[src/rtl/smbad_pkg.sv]
package smbad_pkg;

  localparam int BYTE_W   = 8;
  localparam int NUM_CAND = 5;

  localparam int IDX_HOST = 0;
  localparam int IDX_ARP  = 1;
  localparam int IDX_BUF  = 2;
  localparam int IDX_T0   = 3;
  localparam int IDX_T1   = 4;

  localparam logic [BYTE_W-1:0] HOST_NOTIFY_BYTE = 8'h10;
  localparam logic [BYTE_W-1:0] ARP_DEFAULT_BYTE = 8'hC2;

  typedef enum logic [1:0] {
    CAT_HOST = 2'd0,
    CAT_ARP  = 2'd1,
    CAT_BUF  = 2'd2,
    CAT_TGT  = 2'd3
  } cat_e;

  typedef struct packed {
    logic clearShift;
    logic shiftEn;
  } ctrl_s;

  typedef struct packed {
    logic start;
    logic stop;
    logic sclRise;
    logic sclFall;
  } busEv_s;

endpackage

[src/rtl/smbad_match.sv]
module smbad_match
  import smbad_pkg::*;
#(
  parameter int W = BYTE_W,
  parameter int N = NUM_CAND
) (
  input  logic [W-1:0]        rxByte,
  input  logic                ignoreRw,
  input  logic                tgtEnable,
  input  logic [N-1:0][W-1:0] candAddr,
  input  logic [N-1:0]        candEn,
  output logic                decAck,
  output cat_e                decCat
);

  logic [N-1:0] hit;

  for (genvar i = 0; i < N; i++) begin : g_cmp
    assign hit[i] = ignoreRw ? (rxByte[W-1:1] == candAddr[i][W-1:1])
                             : (rxByte == candAddr[i]);
  end

  logic rawAck;

  always_comb begin
    rawAck = 1'b0;
    decCat = CAT_TGT;
    if (hit[IDX_HOST]) begin
      decCat = CAT_HOST;
      rawAck = candEn[IDX_HOST];
    end else if (hit[IDX_ARP]) begin
      decCat = CAT_ARP;
      rawAck = candEn[IDX_ARP];
    end else if (hit[IDX_BUF]) begin
      decCat = CAT_BUF;
      rawAck = candEn[IDX_BUF];
    end else if (hit[IDX_T0] || hit[IDX_T1]) begin
      decCat = CAT_TGT;
      rawAck = (hit[IDX_T0] && candEn[IDX_T0]) || (hit[IDX_T1] && candEn[IDX_T1]);
    end
  end

  assign decAck = rawAck && tgtEnable;

endmodule

[src/rtl/smbad_datapath.sv]
module smbad_datapath
  import smbad_pkg::*;
#(
  parameter int W = BYTE_W,
  parameter int N = NUM_CAND
) (
  input  logic                clk,
  input  logic                rstN,
  input  logic                sclIn,
  input  logic                sdaIn,
  input  ctrl_s               ctrl,
  input  logic                ignoreRw,
  input  logic                tgtEnable,
  input  logic [N-1:0][W-1:0] candAddr,
  input  logic [N-1:0]        candEn,
  output busEv_s              ev,
  output logic                lastBit,
  output logic                rwBit,
  output logic                decAck,
  output cat_e                decCat
);

  localparam int CNT_W = (W > 1) ? $clog2(W) : 1;
  localparam logic [CNT_W-1:0] LAST_IDX = CNT_W'(W - 1);

  logic             sclQ, sdaQ;
  logic [CNT_W-1:0] bitCnt;
  logic [W-1:0]     rxByte;

  always_comb begin
    ev.start   = sclIn && sclQ && sdaQ && !sdaIn;
    ev.stop    = sclIn && sclQ && !sdaQ && sdaIn;
    ev.sclRise = sclIn && !sclQ;
    ev.sclFall = !sclIn && sclQ;
  end

  always_ff @(posedge clk) begin
    if (!rstN) begin
      sclQ   <= 1'b1;
      sdaQ   <= 1'b1;
      bitCnt <= '0;
      rxByte <= '0;
    end else begin
      sclQ <= sclIn;
      sdaQ <= sdaIn;
      if (ctrl.clearShift) begin
        bitCnt <= '0;
      end else if (ctrl.shiftEn) begin
        rxByte <= {rxByte[W-2:0], sdaIn};
        bitCnt <= (bitCnt == LAST_IDX) ? '0 : bitCnt + 1'b1;
      end
    end
  end

  assign lastBit = (bitCnt == LAST_IDX);
  assign rwBit   = rxByte[0];

  smbad_match #(.W(W), .N(N)) u_match (
    .rxByte    (rxByte),
    .ignoreRw  (ignoreRw),
    .tgtEnable (tgtEnable),
    .candAddr  (candAddr),
    .candEn    (candEn),
    .decAck    (decAck),
    .decCat    (decCat)
  );

  AST_START_CLEARS_COUNT: assert property (@(posedge clk) disable iff (!rstN)
    ctrl.clearShift |=> (bitCnt == '0));

  AST_SHIFT_MSB_FIRST: assert property (@(posedge clk) disable iff (!rstN)
    ctrl.shiftEn |=> (rxByte[0] == $past(sdaIn)));

endmodule

[src/rtl/smbad_control.sv]
module smbad_control
  import smbad_pkg::*;
(
  input  logic   clk,
  input  logic   rstN,
  input  logic   sclIn,
  input  logic   tgtEnable,
  input  busEv_s ev,
  input  logic   lastBit,
  input  logic   rwBit,
  input  logic   decAck,
  input  cat_e   decCat,
  output ctrl_s  ctrl,
  output logic   sdaPullDown,
  output logic   catValid,
  output cat_e   catCode,
  output logic   catRead
);

  typedef enum logic [2:0] {
    ST_IDLE,
    ST_ADDR,
    ST_DECIDE,
    ST_ACKHOLD,
    ST_BUSY
  } state_e;

  state_e state, nextState;
  logic   fire;

  always_comb begin
    nextState       = state;
    fire            = 1'b0;
    ctrl.clearShift = 1'b0;
    ctrl.shiftEn    = 1'b0;
    if (ev.start) begin
      nextState       = ST_ADDR;
      ctrl.clearShift = 1'b1;
    end else if (ev.stop) begin
      nextState = ST_IDLE;
    end else begin
      unique case (state)
        ST_ADDR: begin
          if (ev.sclRise) begin
            ctrl.shiftEn = 1'b1;
            if (lastBit) nextState = ST_DECIDE;
          end
        end
        ST_DECIDE: begin
          if (ev.sclFall) begin
            if (decAck) begin
              nextState = ST_ACKHOLD;
              fire      = 1'b1;
            end else begin
              nextState = ST_IDLE;
            end
          end
        end
        ST_ACKHOLD: begin
          if (ev.sclFall) nextState = ST_BUSY;
        end
        default: ;
      endcase
    end
  end

  always_ff @(posedge clk) begin
    if (!rstN) begin
      state       <= ST_IDLE;
      sdaPullDown <= 1'b0;
      catValid    <= 1'b0;
      catCode     <= CAT_HOST;
      catRead     <= 1'b0;
    end else begin
      state       <= nextState;
      sdaPullDown <= (nextState == ST_ACKHOLD);
      catValid    <= fire;
      if (fire) begin
        catCode <= decCat;
        catRead <= rwBit;
      end
    end
  end

  AST_STROBE_SINGLE: assert property (@(posedge clk) disable iff (!rstN)
    catValid |=> !catValid);

  AST_STROBE_AT_PULL: assert property (@(posedge clk) disable iff (!rstN)
    $rose(sdaPullDown) |-> catValid);

  AST_ACK_NEEDS_TGT: assert property (@(posedge clk) disable iff (!rstN)
    catValid |-> $past(tgtEnable));

  AST_PULL_STEADY_SCL_HIGH: assert property (@(posedge clk) disable iff (!rstN)
    (sclIn && $past(sclIn)) |-> $stable(sdaPullDown));

  AST_STOP_RELEASES: assert property (@(posedge clk) disable iff (!rstN)
    ev.stop |=> (!sdaPullDown && !catValid));

endmodule

[src/rtl/smb_addr_dispatch.sv]
module smb_addr_dispatch
  import smbad_pkg::*;
(
  input  logic              clk,
  input  logic              rstN,
  input  logic              sclIn,
  input  logic              sdaIn,
  input  logic              tgtEnable,
  input  logic              ignoreRw,
  input  logic              hostEn,
  input  logic              arpEn,
  input  logic              bufEn,
  input  logic [BYTE_W-1:0] bufAddr,
  input  logic              tgtAddr0En,
  input  logic [BYTE_W-1:0] tgtAddr0,
  input  logic              tgtAddr1En,
  input  logic [BYTE_W-1:0] tgtAddr1,
  output logic              sdaPullDown,
  output logic              catValid,
  output logic [1:0]        catCode,
  output logic              catRead
);

  logic [NUM_CAND-1:0][BYTE_W-1:0] candAddr;
  logic [NUM_CAND-1:0]             candEn;

  always_comb begin
    candAddr[IDX_HOST] = HOST_NOTIFY_BYTE;
    candAddr[IDX_ARP]  = ARP_DEFAULT_BYTE;
    candAddr[IDX_BUF]  = bufAddr;
    candAddr[IDX_T0]   = tgtAddr0;
    candAddr[IDX_T1]   = tgtAddr1;
    candEn[IDX_HOST]   = hostEn;
    candEn[IDX_ARP]    = arpEn;
    candEn[IDX_BUF]    = bufEn;
    candEn[IDX_T0]     = tgtAddr0En;
    candEn[IDX_T1]     = tgtAddr1En;
  end

  ctrl_s  ctrl;
  busEv_s ev;
  logic   lastBit, rwBit, decAck;
  cat_e   decCat, catCodeE;

  smbad_datapath #(.W(BYTE_W), .N(NUM_CAND)) u_dp (
    .clk       (clk),
    .rstN      (rstN),
    .sclIn     (sclIn),
    .sdaIn     (sdaIn),
    .ctrl      (ctrl),
    .ignoreRw  (ignoreRw),
    .tgtEnable (tgtEnable),
    .candAddr  (candAddr),
    .candEn    (candEn),
    .ev        (ev),
    .lastBit   (lastBit),
    .rwBit     (rwBit),
    .decAck    (decAck),
    .decCat    (decCat)
  );

  smbad_control u_ctl (
    .clk         (clk),
    .rstN        (rstN),
    .sclIn       (sclIn),
    .tgtEnable   (tgtEnable),
    .ev          (ev),
    .lastBit     (lastBit),
    .rwBit       (rwBit),
    .decAck      (decAck),
    .decCat      (decCat),
    .ctrl        (ctrl),
    .sdaPullDown (sdaPullDown),
    .catValid    (catValid),
    .catCode     (catCodeE),
    .catRead     (catRead)
  );

  assign catCode = catCodeE;

endmodule

[config.mk]
export PLATFORM = sky130hd
export DESIGN_NAME = smb_addr_dispatch
export DESIGN_NICKNAME = d
export VERILOG_FILES = /design/src/rtl/smbad_pkg.sv /design/src/rtl/smbad_match.sv /design/src/rtl/smbad_datapath.sv /design/src/rtl/smbad_control.sv /design/src/rtl/smb_addr_dispatch.sv
export SDC_FILE = /design/constraint.sdc
export NUM_CORES = 1
export LEC_CHECK = 0
export ABC_AREA = 1
export BUFFER_PORTS_ARGS = -buffer_cell sky130_fd_sc_hd__buf_2
export CORE_UTILIZATION = 52
export CTS_CLUSTER_DIAMETER = 200
export DETAILED_ROUTE_END_ITERATION = 6
export PLACE_DENSITY = 0.91
export SYNTH_ARGS = -nofsm -noshare
export SYNTH_HDL_FRONTEND = slang
export SYNTH_SLANG_ARGS = --single-unit
[constraint.sdc]
create_clock -name clk -period 1.9 [get_ports clk]
set_clock_uncertainty 0.05 [all_clocks]
set_input_delay 0.095 -clock clk [delete_from_list [all_inputs] [get_ports clk]]
set_output_delay 0.095 -clock clk [all_outputs]
set_load 0.03 [all_outputs]
# == Yosys cells after proc, flatten, opt, wreduce, memory -nomap -nowiden ==
# Cells that the tools add are included.
# Widths: inputs -> output; s select.
# totals
reg_bits,21
# op_classes
add_sub_neg,1
n_eq_ne,15
mux,31
bitwise,2
n_reduce_logical,18
# op_table
operator,n
$eq 8x8->1,3
$eq 7x7->1,3
$mux 3,7
$mux 1,20
$logic_and 1x1->1,10
$eq 3x2->1 const B,3
$pmux 3 s3,1
$eq 8x5->1 const B,1
$eq 8x8->1 const B,1
$eq 7x4->1 const B,1
$eq 7x7->1 const B,1
$mux 2,3
$logic_not 1->1,4
$add 3x1->3 const B,1
$eq 3x1->1 const B,1
$eq 3x3->1 const B,1
$logic_or 1x1->1,2
$not 1->1,2
$reduce_and 2->1,1
$reduce_or 2->1,1

# == Longest topological paths before layout ==
# Gate-level depths: netlist of run 1.
# logic_depth
word_depth,15
mapped_depth,14
depth_no_buf,14

# == By module ==
# Synthesis of run 1 repeated with hierarchy kept, for this count alone.
# hier_totals
hier_cells,312
area_unflattened_um2,1785.5
# by_module_without_submodules
module,n_inst,cells_each,area_each_um2
smbad_match,1,166,794.5
smbad_datapath,1,82,566.8
smbad_control,1,62,416.6
smb_addr_dispatch,1,2,7.5

# == Worst setup path before layout of run 1 ==
# No wires, ideal clock.
# synth_timing
kind,register to register
from,reg u_dp.rxByte[0]
to,reg u_ctl.catCode[1]
arrival_ps,1378
path_slack_ps,354
path_stages_with_launch,11
path_buffers,1
cell_sequence,dfxtp_1 buf_2 nand2_1 nand2_1 nor3_2 inv_1 o21bai_1 nor2_4 nand3_4 nand2_1 nor3b_2
# synth_between
elab_chain_cells,14
word_cells_on_any_way,26
cone_classes,eq/ne: 5; mux: 16; reduce/logical: 5
# synth_rtl
element,line_no,source
from (decl),smbad_datapath.sv:28,logic [W-1:0] rxByte;
from (signal assigned),smbad_datapath.sv:49,"rxByte <= {rxByte[W-2:0], sdaIn};"
$eq 8x8->1,smbad_match.sv:20,: (rxByte == candAddr[i]);
$mux 1,smbad_match.sv:19,assign hit[i] = ignoreRw ? (rxByte[W-1:1] == candAddr[i][W-1:1])
$logic_and 1x1->1,smbad_match.sv:39,rawAck = (hit[IDX_T0] && candEn[IDX_T0]) || (hit[IDX_T1] && candEn[IDX_T1]);
$logic_or 1x1->1,smbad_match.sv:39,
$mux 1,smbad_match.sv:37,end else if (hit[IDX_T0] || hit[IDX_T1]) begin
$mux 1,smbad_match.sv:34,end else if (hit[IDX_BUF]) begin
$mux 1,smbad_match.sv:31,end else if (hit[IDX_ARP]) begin
$mux 1,smbad_match.sv:28,if (hit[IDX_HOST]) begin
$logic_and 1x1->1,smbad_match.sv:43,assign decAck = rawAck && tgtEnable;
$mux 1,smbad_control.sv:51,if (decAck) begin
$mux 1,smbad_control.sv:50,if (ev.sclFall) begin
$mux 1,smbad_control.sv:42,unique case (state)
$mux 1,smbad_control.sv:39,end else if (ev.stop) begin
$mux 1,smbad_control.sv:36,if (ev.start) begin
to (signal assigned),smbad_control.sv:79,catCode <= decCat;
to (decl),smbad_control.sv:16,"output cat_e catCode,"
# Parallel ways exist; a longest one is shown, timed or not.
# A chain may end at the register's enable or synchronous reset.

# == Worst setup path in the final report of run 1 ==
# layout_timing
from,reg u_dp.rxByte[3]
to,reg u_ctl.catCode[1]
# layout_between
elab_chain_cells,14
word_cells_on_any_way,31
cone_classes,eq/ne: 10; mux: 16; reduce/logical: 5
# layout_rtl
element,line_no
$eq 8x8->1 / $eq 7x7->1 (equally long branches),"smbad_match.sv:20, smbad_match.sv:19"
$mux 1,smbad_match.sv:19
$logic_and 1x1->1,smbad_match.sv:39
$logic_or 1x1->1,smbad_match.sv:39
$mux 1,smbad_match.sv:37
$mux 1,smbad_match.sv:34
$mux 1,smbad_match.sv:31
$mux 1,smbad_match.sv:28
$logic_and 1x1->1,smbad_match.sv:43
$mux 1,smbad_control.sv:51
$mux 1,smbad_control.sv:50
$mux 1,smbad_control.sv:42
$mux 1,smbad_control.sv:39
$mux 1,smbad_control.sv:36
# Parallel ways exist; a longest one is shown, timed or not.

==> impl_metrics.py, run 1 <==
metrics = {
    "outcome": {
        "status": "finished clean",
    },
    "routing": {
        "dr.first_iter.drc_count": 34,
        "vias": 1537,
        "drtPass1Iterations": 4,
        "ant_nets": 0,
        "wl_um": 3220,
        "viasPerCell": 5.06,
        "wire_per_inst_um": 10.6,
        "drc_errors": 0,
    },
    "final_layout": {
        "nNetsFinal": 312,
        "syn2layout_area_growth_pct": 19.6,
        "register_area_um2": 422,
        "fillCellCount": 229,
        "antenna_cells": 0,
        "final_common_cell": "nand2_1",
        "multi_input_area_um2": 841,
        "final_cell_mix": "nand2_1, buf_2, inv_1, nor2_1, dfxtp_1",
        "drive_gt1_frac": 0.245,
    },
    "flow_run": {
        "drv_cap": 0,
    },
    "clocking": {
        "cts_setup_buffers": 0,
        "cts.clk_slew.worst_paths_ns": 0.13,
        "htreeDepth": 1,
        "cts_root_buffer": "clkbuf_4",
        "cts_buffer_depth": 2,
        "cts_sinks": 21,
        "cts_made_buffers": 3,
        "cts_tree": "done",
        "clock_latency_ns": 0.32,
    },
    "pwr": {
        "combPwrFrac": 0.366,
        "seqPwrFrac": 0.448,
        "switching_power_w": 0.000470,
        "p_total_w": 0.00122,
        "p_int_w": 0.000751,
        "p_sw_frac": 0.385,
        "peakVddDrop_mv": 0.831,
        "leakage_nw": 0.906,
        "p_per_area_nw_per_um2": 717,
        "clkPwrFrac": 0.186,
    },
    "yosys": {
        "synth_cell_type_count": 29,
        "syn_nets": 268,
        "synth-main-ff-cell": "dfxtp_1",
        "syn-cell-area_um2": 1420,
        "synth-seq-cells": 21,
        "ys_warn_count": 0,
        "synthCells": 231,
        "ys_async_sr_fraction": 0,
        "ys_seq_area_frac": 0.295,
        "synth_edf_count": 0,
        "syn_avg_cell_area_um2": 6.16,
    },
    "timing": {
        "finalSetupTns_ns": 0,
        "fin_crit_sh": 0.917,
        "tightest_slew_ns": 0.336,
        "timing.fmax_mhz": 574,
        "hold_ws_ns": 0.0269,
        "fin_ws_ns": 0.157,
        "slew_violations": 0,
        "slew_headroom": 0.774,
        "rsz0062_at_grt": "no",
        "period_minus_slack_ns": 1.74,
        "hold_viol_final": 0,
        "setup_viol": 0,
    },
    "worst_setup_path": {
        "startpoint_type": "register",
        "crit_slowest_cell": "dfxtp_1",
        "cp_max_fo": 7,
        "worst_path_most_repeated_cell": "nand2_1",
        "crit_chain": "nor2_2 -> nand2_1 -> nor3_2 -> inv_1 -> o21bai_1 -> nor2_4 -> nand3_4 -> nand2_1 -> nor3b_2",
        "criticalPathCategory": "register to register",
        "slowest_delay_ns": 0.40,
        "cp-end-kind": "register",
        "worstPathRequired_ns": 2.08,
        "arrival_ns": 1.92,
    },
    "floorplan": {
        "num_rows": 18,
        "die_height_um": 54.3,
        "die_w_um": 54.3,
        "dieArea_um2": 2950,
        "ioPinCount": 40,
        "core_area_um2": 2520,
        "start_util": 0.564,
    },
    "min_path": {
        "min_path_type": "input port to register",
    },
    "grt": {
        "grt_pass1_wl_um": 5350,
        "grt_pass1_vias": 1294,
        "antenna_found_initial": 0,
        "grt_max_degree": 15,
        "overflow": 0,
        "grtUsageTotal": 0.255,
    },
    "placed_design": {
        "port_buffers": 39,
        "place_ws_ns": 0.168,
        "gp_congestion": 0.992,
        "hpwl_um": 2520,
    },
}
[metal layers]
layer  vias up  GRT usage  share of wire
met3         5     0.0500          0.061
li1        809          -              -
met1       667      0.332           0.47
met4         0     0.0769          0.013
met5         -          0              0
met2        56      0.421           0.45
[final cells by class]
cell class	instances	area share
timing repair buffer	43	0.135
multi-input combinational	167	0.494
tap	30	0.0220
sequential	21	0.248
clock buffer	4	0.0154
inverter	39	0.0860
[logic make-up (layout without fill, tap and decap cells)]
group,Yosys count,in the layout,synth area share
xor+xnor,9,9,0.0554
simple gates,124,124,0.393
fa+ha+maj,2,2,0.0176
flops,21,21,0.295
compound gates,32,32,0.125
buf+inv,43,86,0.114
[synth_stat cells (2+ instances only)]
master / number / area (um^2)
nor3_2: 2 / 20.0
nor2_1: 28 / 105
dfxtp_1: 21 / 420
inv_1: 30 / 113
nand4_1: 4 / 25.0
xnor2_1: 7 / 61.3
ha_1: 2 / 25.0
inv_2: 9 / 33.8
o21ai_0: 11 / 55.1
nand3_1: 13 / 65.1
xor2_1: 2 / 17.5
a21oi_1: 14 / 70.1
nor2_2: 5 / 31.3
nand2_2: 3 / 18.8
nor3_1: 2 / 10.0
nand2_1: 63 / 236
clkbuf_1: 3 / 11.3
[power by group through the flow]
stage / logic, W / registers (W) / clock network [W]
global route: 0.000508 / 0.000552 / 0.000253
detailed placement: 0.000436 / 0.000552 / 0
floorplan: 0.000314 / 0.000552 / 0
CTS: 0.000441 / 0.000543 / 0.000229
finish: 0.000447 / 0.000547 / 0.000227
global placement: 0.000429 / 0.000550 / 0
[path summary, 6_finish.rpt]
kind,start,end,slack [ns],cells past startpoint
worst max-delay path,u_dp.rxByte[3],u_ctl.catCode[1],0.16,9
worst max register to register,u_dp.rxByte[3],u_ctl.catCode[1],0.16,9
worst min-delay path,rstN,u_dp.sdaQ,0.03,2
worst min register to register,u_ctl.catCode[0],u_ctl.catCode[0],0.43,2
[metrics by stage]
| stage | cells | instance area [um^2] | utilization |
|---|---|---|---|
| finish | 304 | 1700 | 0.675 |
| detailed placement | 298 | 1660 | 0.656 |
| global route | 304 | 1700 | 0.675 |
| floorplan | 231 | 1420 | - |
| global placement | 298 | 1660 | 0.656 |
| CTS | 304 | 1700 | 0.675 |
[worst max-delay path: cells and delay by family, from the launching register on]
| family | cells | cell delay (ns) |
|---|---|---|
| compound gates | 1 | 0.25 |
| buf+inv | 1 | 0.12 |
| flops | 1 | 0.40 |
| simple gates | 7 | 0.83 |
[timing repair]
item,in CTS,in global routing
gates resized for setup,0,1
hold endpoints to repair,2,0
endpoints found under the setup margin,0,4
hold buffers,2,0
[state kept, by name, indices dropped and copies added (netlist names)]
signal,cells
u_ctl.catCode,2
u_ctl.catRead,1
u_ctl.catValid,1
u_ctl.sdaPullDown,1
u_ctl.state,3
u_dp.bitCnt,3
u_dp.rxByte,8
u_dp.sclQ,1
u_dp.sdaQ,1
Note: power is estimated with default switching activity, not from simulation.
==> run 2: changes to the inputs <==
CORE_UTILIZATION = 47   (was 52)
PLACE_DENSITY = 0.87   (was 0.91)
clock period = 1.57 ns   (was 1.9 ns; I/O delays follow)
==> run 2 against run 1 <==
  * The flow now finishes with violations (DRC, setup timing)
  * Sequential power is 20% higher
  * Global-route usage down 2.1 points
  * Die area up 10%
  * Combinational power is 47% higher
  * Worst hold slack got worse by 0.0041 ns
  * Largest cell class unchanged
  * Largest power group unchanged
==> impl_metrics.py, run 2 (synthesized netlist as in run 1, its figures left out) <==
metrics = {
    "grt": {
        "overflow": 0,
        "antenna_found_initial": 0,
        "grtUsageTotal": 0.234,
        "grt_pass1_wl_um": 5950,
        "grt_pass1_vias": 1438,
        "grt_max_degree": 22,
    },
    "final_layout": {
        "final_cell_mix": "nand2_1, buf_2, inv_1, nor2_1, buf_4",
        "largest_register": "u_dp.rxByte",
        "antenna_cells": 0,
        "largest_registers": "u_dp.rxByte (8), u_ctl.state (3), u_dp.bitCnt (3)",
        "drive_gt1_frac": 0.371,
        "final_common_cell": "nand2_1",
        "fillCellCount": 232,
        "largest_reg_flops": 8,
        "nNetsFinal": 329,
        "post-route-cell-area_um2": 1930,
        "syn2layout_area_growth_pct": 35.2,
    },
    "floorplan": {
        "die_w_um": 57.0,
        "core_area_um2": 2810,
        "start_util": 0.508,
        "die_height_um": 57.0,
        "num_rows": 19,
        "dieArea_um2": 3250,
        "ioPinCount": 40,
    },
    "worst_setup_path": {
        "slowest_delay_ns": 0.38,
        "r2r_slack_ns": -0.11,
        "arrival_ns": 1.87,
        "cp_max_fo": 7,
        "crit_slowest_cell": "dfxtp_4",
        "critPathTopFamily": "simple AND/OR/NAND/NOR gates",
        "cp-end-kind": "register",
        "startpoint_type": "register",
        "worst_path_most_repeated_cell": "nand2_2",
        "crit_chain": "nor2_4 -> nand2_2 -> nor3_4 -> inv_1 -> buf_4 -> nand2_2 -> nand3_4 -> nand2_2 -> nand2_2 -> a21oi_1",
        "rr_endpoint": "u_ctl.state[0]",
        "crit_buf_inv": 2,
        "rr_worst_depth": 10,
        "criticalPathCategory": "register to register",
        "cp.depth": 10,
        "worstPathRequired_ns": 1.77,
        "reg2reg_from": "u_dp.rxByte[2]",
    },
    "clocking": {
        "cts_tree": "done",
        "cts_buffer_depth": 2,
        "cts_made_buffers": 3,
        "cts.clk_slew.worst_paths_ns": 0.12,
        "htreeDepth": 1,
        "cts_sinks": 21,
        "clock_latency_ns": 0.30,
        "cts_root_buffer": "clkbuf_4",
    },
    "pwr": {
        "p_sw_frac": 0.385,
        "switching_power_w": 0.000604,
        "clkPwrFrac": 0.164,
        "p_per_area_nw_per_um2": 816,
        "p_total_w": 0.00157,
        "peakVddDrop_mv": 0.609,
        "seqPwrFrac": 0.418,
        "leakage_nw": 1.00,
        "combPwrFrac": 0.417,
        "p_int_w": 0.000967,
    },
    "timing": {
        "timing.fmax_mhz": 596,
        "slew_headroom": 0.766,
        "rsz0062_at_grt": "yes",
        "hold_viol_final": 0,
        "setup_viol": 5,
        "tightest_slew_ns": 0.348,
        "fin_ws_ns": -0.109,
        "finalSetupTns_ns": -0.509,
        "fin_crit_sh": 1.07,
        "period_minus_slack_ns": 1.68,
        "slew_violations": 0,
    },
    "flow_run": {
        "drv_cap": 0,
    },
    "min_path": {
        "holdPathStages": 2,
        "holdPathEnd": "u_dp.sclQ",
        "min_path_type": "input port to register",
        "hold_start": "rstN",
    },
    "routing": {
        "drtPass1Iterations": 6,
        "wire_per_inst_um": 11.7,
        "dr.first_iter.drc_count": 95,
        "wl_um": 3760,
        "drc_errors": 8,
        "vias": 1626,
        "ant_nets": 0,
        "viasPerCell": 5.05,
    },
    "placed_design": {
        "placed_area_um2": 1770,
        "hpwl_um": 2710,
        "gp_congestion": 1.00,
        "port_buffers": 39,
    },
    "outcome": {
        "failed_checks": "DRC, setup timing",
        "status": "complete, but fails checks",
    },
}
run 2: cell count changes in the layout (fill, tap and decap cells not counted), sizes merged:
cell | previous run | this run
buf | 41 | 58
clkinv | 0 | 1
clkbuf | 4 | 3
run 2: through the flow:
step	setup slack, ns	util	std cells	hold WS, ns
after floorplan	0.0237	-	231	0.137
after global placement	-0.0716	0.631	314	0.260
after detailed placement	-0.103	0.631	314	0.265
after CTS	-0.0491	0.671	321	0.00667
after global routing	-0.226	0.686	322	0.00976
final	-0.109	0.686	322	0.0228
run 2: timing repair:
item,4_1_cts,5_1_grt
setup buffers,1,1
pin swaps,5,4
gates resized for setup,21,11
hold buffers,2,0
endpoints found under the setup margin,6,7
endpoints found under the hold margin,3,0
run 2: area by class of cell:
class	instances	area (um^2)	area share
sequential	21	435	0.226
inverter	39	146	0.0760
timing repair buffer	60	365	0.190
clock buffer	3	22.5	0.0117
multi-input combinational	167	912	0.474
tap	31	38.8	0.0201
clock inverter	1	5.00	0.00260
run 2: how the worst max path moves through the flow:
stage / from / endpoint / slack (ns)
2_1_floorplan: u_dp.rxByte[0] / u_ctl.catCode[1] / 0.02
3_3_place_gp: u_dp.rxByte[0] / u_ctl.catCode[1] / -0.07
3_5_place_dp: u_dp.rxByte[2] / u_ctl.catCode[1] / -0.10
4_1_cts: u_dp.rxByte[4] / u_ctl.state[0] / -0.05
5_1_grt: u_dp.rxByte[2] / u_ctl.catCode[0] / -0.23
6_report: u_dp.rxByte[2] / u_ctl.state[0] / -0.11
run 2: layer usage:
metal | GRT usage | share of wire
met5 | 0 | 0
met4 | 0.0523 | 0.0099
met3 | 0.0476 | 0.048
met2 | 0.413 | 0.50
met1 | 0.295 | 0.44
run 2: power by group through the flow:
stage	Combinational (W)	Sequential, W	Clock (W)
floorplan	0.000380	0.000668	0
global placement	0.000563	0.000661	0
detailed placement	0.000566	0.000662	0
CTS	0.000614	0.000655	0.000260
global route	0.000725	0.000665	0.000282
finish	0.000656	0.000657	0.000258
==> run 3: changes to the inputs <==
CAP_MARGIN = 20   (was not set)
CELL_PAD_IN_SITES_DETAIL_PLACEMENT = 0   (was not set)
CELL_PAD_IN_SITES_GLOBAL_PLACEMENT = 1   (was not set)
CORE_UTILIZATION = 31   (was 47)
PLACE_DENSITY = 0.85   (was 0.87)
==> run 3 against run 2 <==
  * The run ends with setup timing left
  * Global-route usage down 8.1 points
  * Sequential power up 1%
  * Non-clock buffer count up 2
  * Worst hold slack worse by 0.0075 ns
  * Maximum frequency up 2.0%
  * Sequential share of layout area down 0.38 points
  * Clock-buffer cell count up 1
  * Clock power up 38%
  * Cell count up 7.1%
  * Largest power group unchanged
==> impl_metrics.py, run 3 (synthesized netlist as in run 1, its figures left out) <==
metrics = {
    "outcome": {
        "status": "complete, but fails checks",
        "failed_checks": "setup timing",
    },
    "placed_design": {
        "hpwl_um": 2840,
        "port_buffers": 39,
        "gp_congestion": 0.847,
    },
    "floorplan": {
        "core_area_um2": 4380,
        "ioPinCount": 40,
        "die_w_um": 69.8,
        "start_util": 0.325,
        "num_rows": 24,
        "dieArea_um2": 4870,
        "die_height_um": 69.8,
    },
    "final_layout": {
        "final_cell_mix": "nand2_1, buf_2, inv_1, nor2_1, buf_4",
        "largest_registers": "u_dp.rxByte (8), u_ctl.state (3), u_dp.bitCnt (3)",
        "syn2layout_area_growth_pct": 38.3,
        "multi_input_area_um2": 892,
        "antenna_cells": 0,
        "largest_reg_flops": 8,
        "register_area_um2": 438,
        "drive_gt1_frac": 0.372,
        "final_common_cell": "nand2_1",
        "nNetsFinal": 331,
        "fillCellCount": 467,
        "largest_register": "u_dp.rxByte",
    },
    "clocking": {
        "clock_latency_ns": 0.26,
        "htreeDepth": 1,
        "cts_root_buffer": "clkbuf_8",
        "cts_buffer_depth": 2,
        "cts_made_buffers": 3,
        "cts.clk_slew.worst_paths_ns": 0.08,
        "cts_sinks": 21,
        "cts_tree": "done",
    },
    "grt": {
        "grtUsageTotal": 0.154,
        "grt_pass1_wl_um": 5950,
        "grt_max_degree": 22,
        "overflow": 0,
        "antenna_found_initial": 0,
        "grt_pass1_vias": 1350,
    },
    "timing": {
        "setup_viol": 5,
        "timing.fmax_mhz": 608,
        "fin_ws_ns": -0.0758,
        "slew_headroom": 0.789,
        "tightest_slew_ns": 0.313,
        "slew_violations": 0,
        "finalSetupTns_ns": -0.290,
        "fin_crit_sh": 1.05,
        "hold_viol_final": 0,
        "rsz0062_at_grt": "yes",
        "period_minus_slack_ns": 1.65,
    },
    "pwr": {
        "p_per_area_nw_per_um2": 854,
        "peakVddDrop_mv": 0.383,
        "p_total_w": 0.00168,
        "leakage_nw": 1.02,
    },
    "routing": {
        "drc_errors": 0,
        "viasPerCell": 4.50,
        "wl_um": 3670,
        "drtPass1Iterations": 4,
        "ant_nets": 0,
        "wire_per_inst_um": 10.6,
        "dr.first_iter.drc_count": 94,
        "vias": 1552,
    },
    "worst_setup_path": {
        "worstPathRequired_ns": 1.67,
        "startpoint_type": "register",
        "criticalPathCategory": "register to register",
        "arrival_ns": 1.75,
        "cp_max_fo": 7,
        "cp-end-kind": "register",
    },
    "flow_run": {
        "drv_cap": 0,
    },
    "min_path": {
        "min_path_type": "input port to register",
    },
}
[run 3: cell types whose count changed in the layout (fill, tap and decap cells not counted), sizes merged]
cell / before / now
dlygate4sd3: 2 / 1
buf: 58 / 61
clkbuf: 3 / 4
clkinv: 1 / 0
[run 3: per-layer routing]
metal	wire length [um]	GRT usage	vias up
met5	0	0	-
met4	29	0.0333	0
met3	120	0.0349	4
met2	1720	0.254	27
met1	1790	0.204	675
li1	-	-	846
[run 3: layout make-up]
class | instances | area share
Inverter | 39 | 0.0769
Sequential cell | 21 | 0.222
Timing Repair Buffer | 62 | 0.192
Tap cell | 52 | 0.0330
Clock buffer | 4 | 0.0229
Multi-Input combinational cell | 167 | 0.453
[run 3: power breakdown]
group / total, W / switching, W / internal [W]
registers: 0.000664 / 0.0000702 / 0.000593
clock network: 0.000357 / 0.000176 / 0.000181
logic: 0.000662 / 0.000371 / 0.000291
[run 3: final timing paths]
check	from	to	slack [ns]	depth (start not counted)
max	u_dp.rxByte[6]	u_ctl.state[0]	-0.08	11
min	sclIn	u_dp.sclQ	0.02	3
max reg2reg	u_dp.rxByte[6]	u_ctl.state[0]	-0.08	11
min reg2reg	u_ctl.catCode[0]	u_ctl.catCode[0]	0.42	2
[run 3: per-stage QoR]
stage                     hold slack, ns  cell area [um^2]  instances  utilization  setup slack [ns]
after floorplan                    0.137              1420        231            -            0.0237
after global placement             0.265              1790        334        0.408            -0.131
after detailed placement           0.277              1790        334        0.408            -0.162
after CTS                       0.000923              1920        344        0.438           -0.0908
after global routing              0.0216              1970        345        0.449            -0.197
final                             0.0153              1970        345        0.449           -0.0758
[run 3: timing repair]
item	CTS	global route
buffers inserted	6	0
setup endpoints to repair	7	7
gates resized for setup	18	12
hold endpoints to repair	0	1
pin swaps	9	11
gates cloned	0	0
hold buffers	0	1
[run 3: worst max-delay path: stages (launching register included)]
cell	delay [ns]
dfxtp_4	0.37
buf_6	0.12
xor2_2	0.14
nor2_2	0.14
buf_4	0.14
nand4_1	0.07
nand2_1	0.10
nand2_2	0.08
nand3_4	0.12
nand2_2	0.07
nand2_2	0.08
a21oi_2	0.06
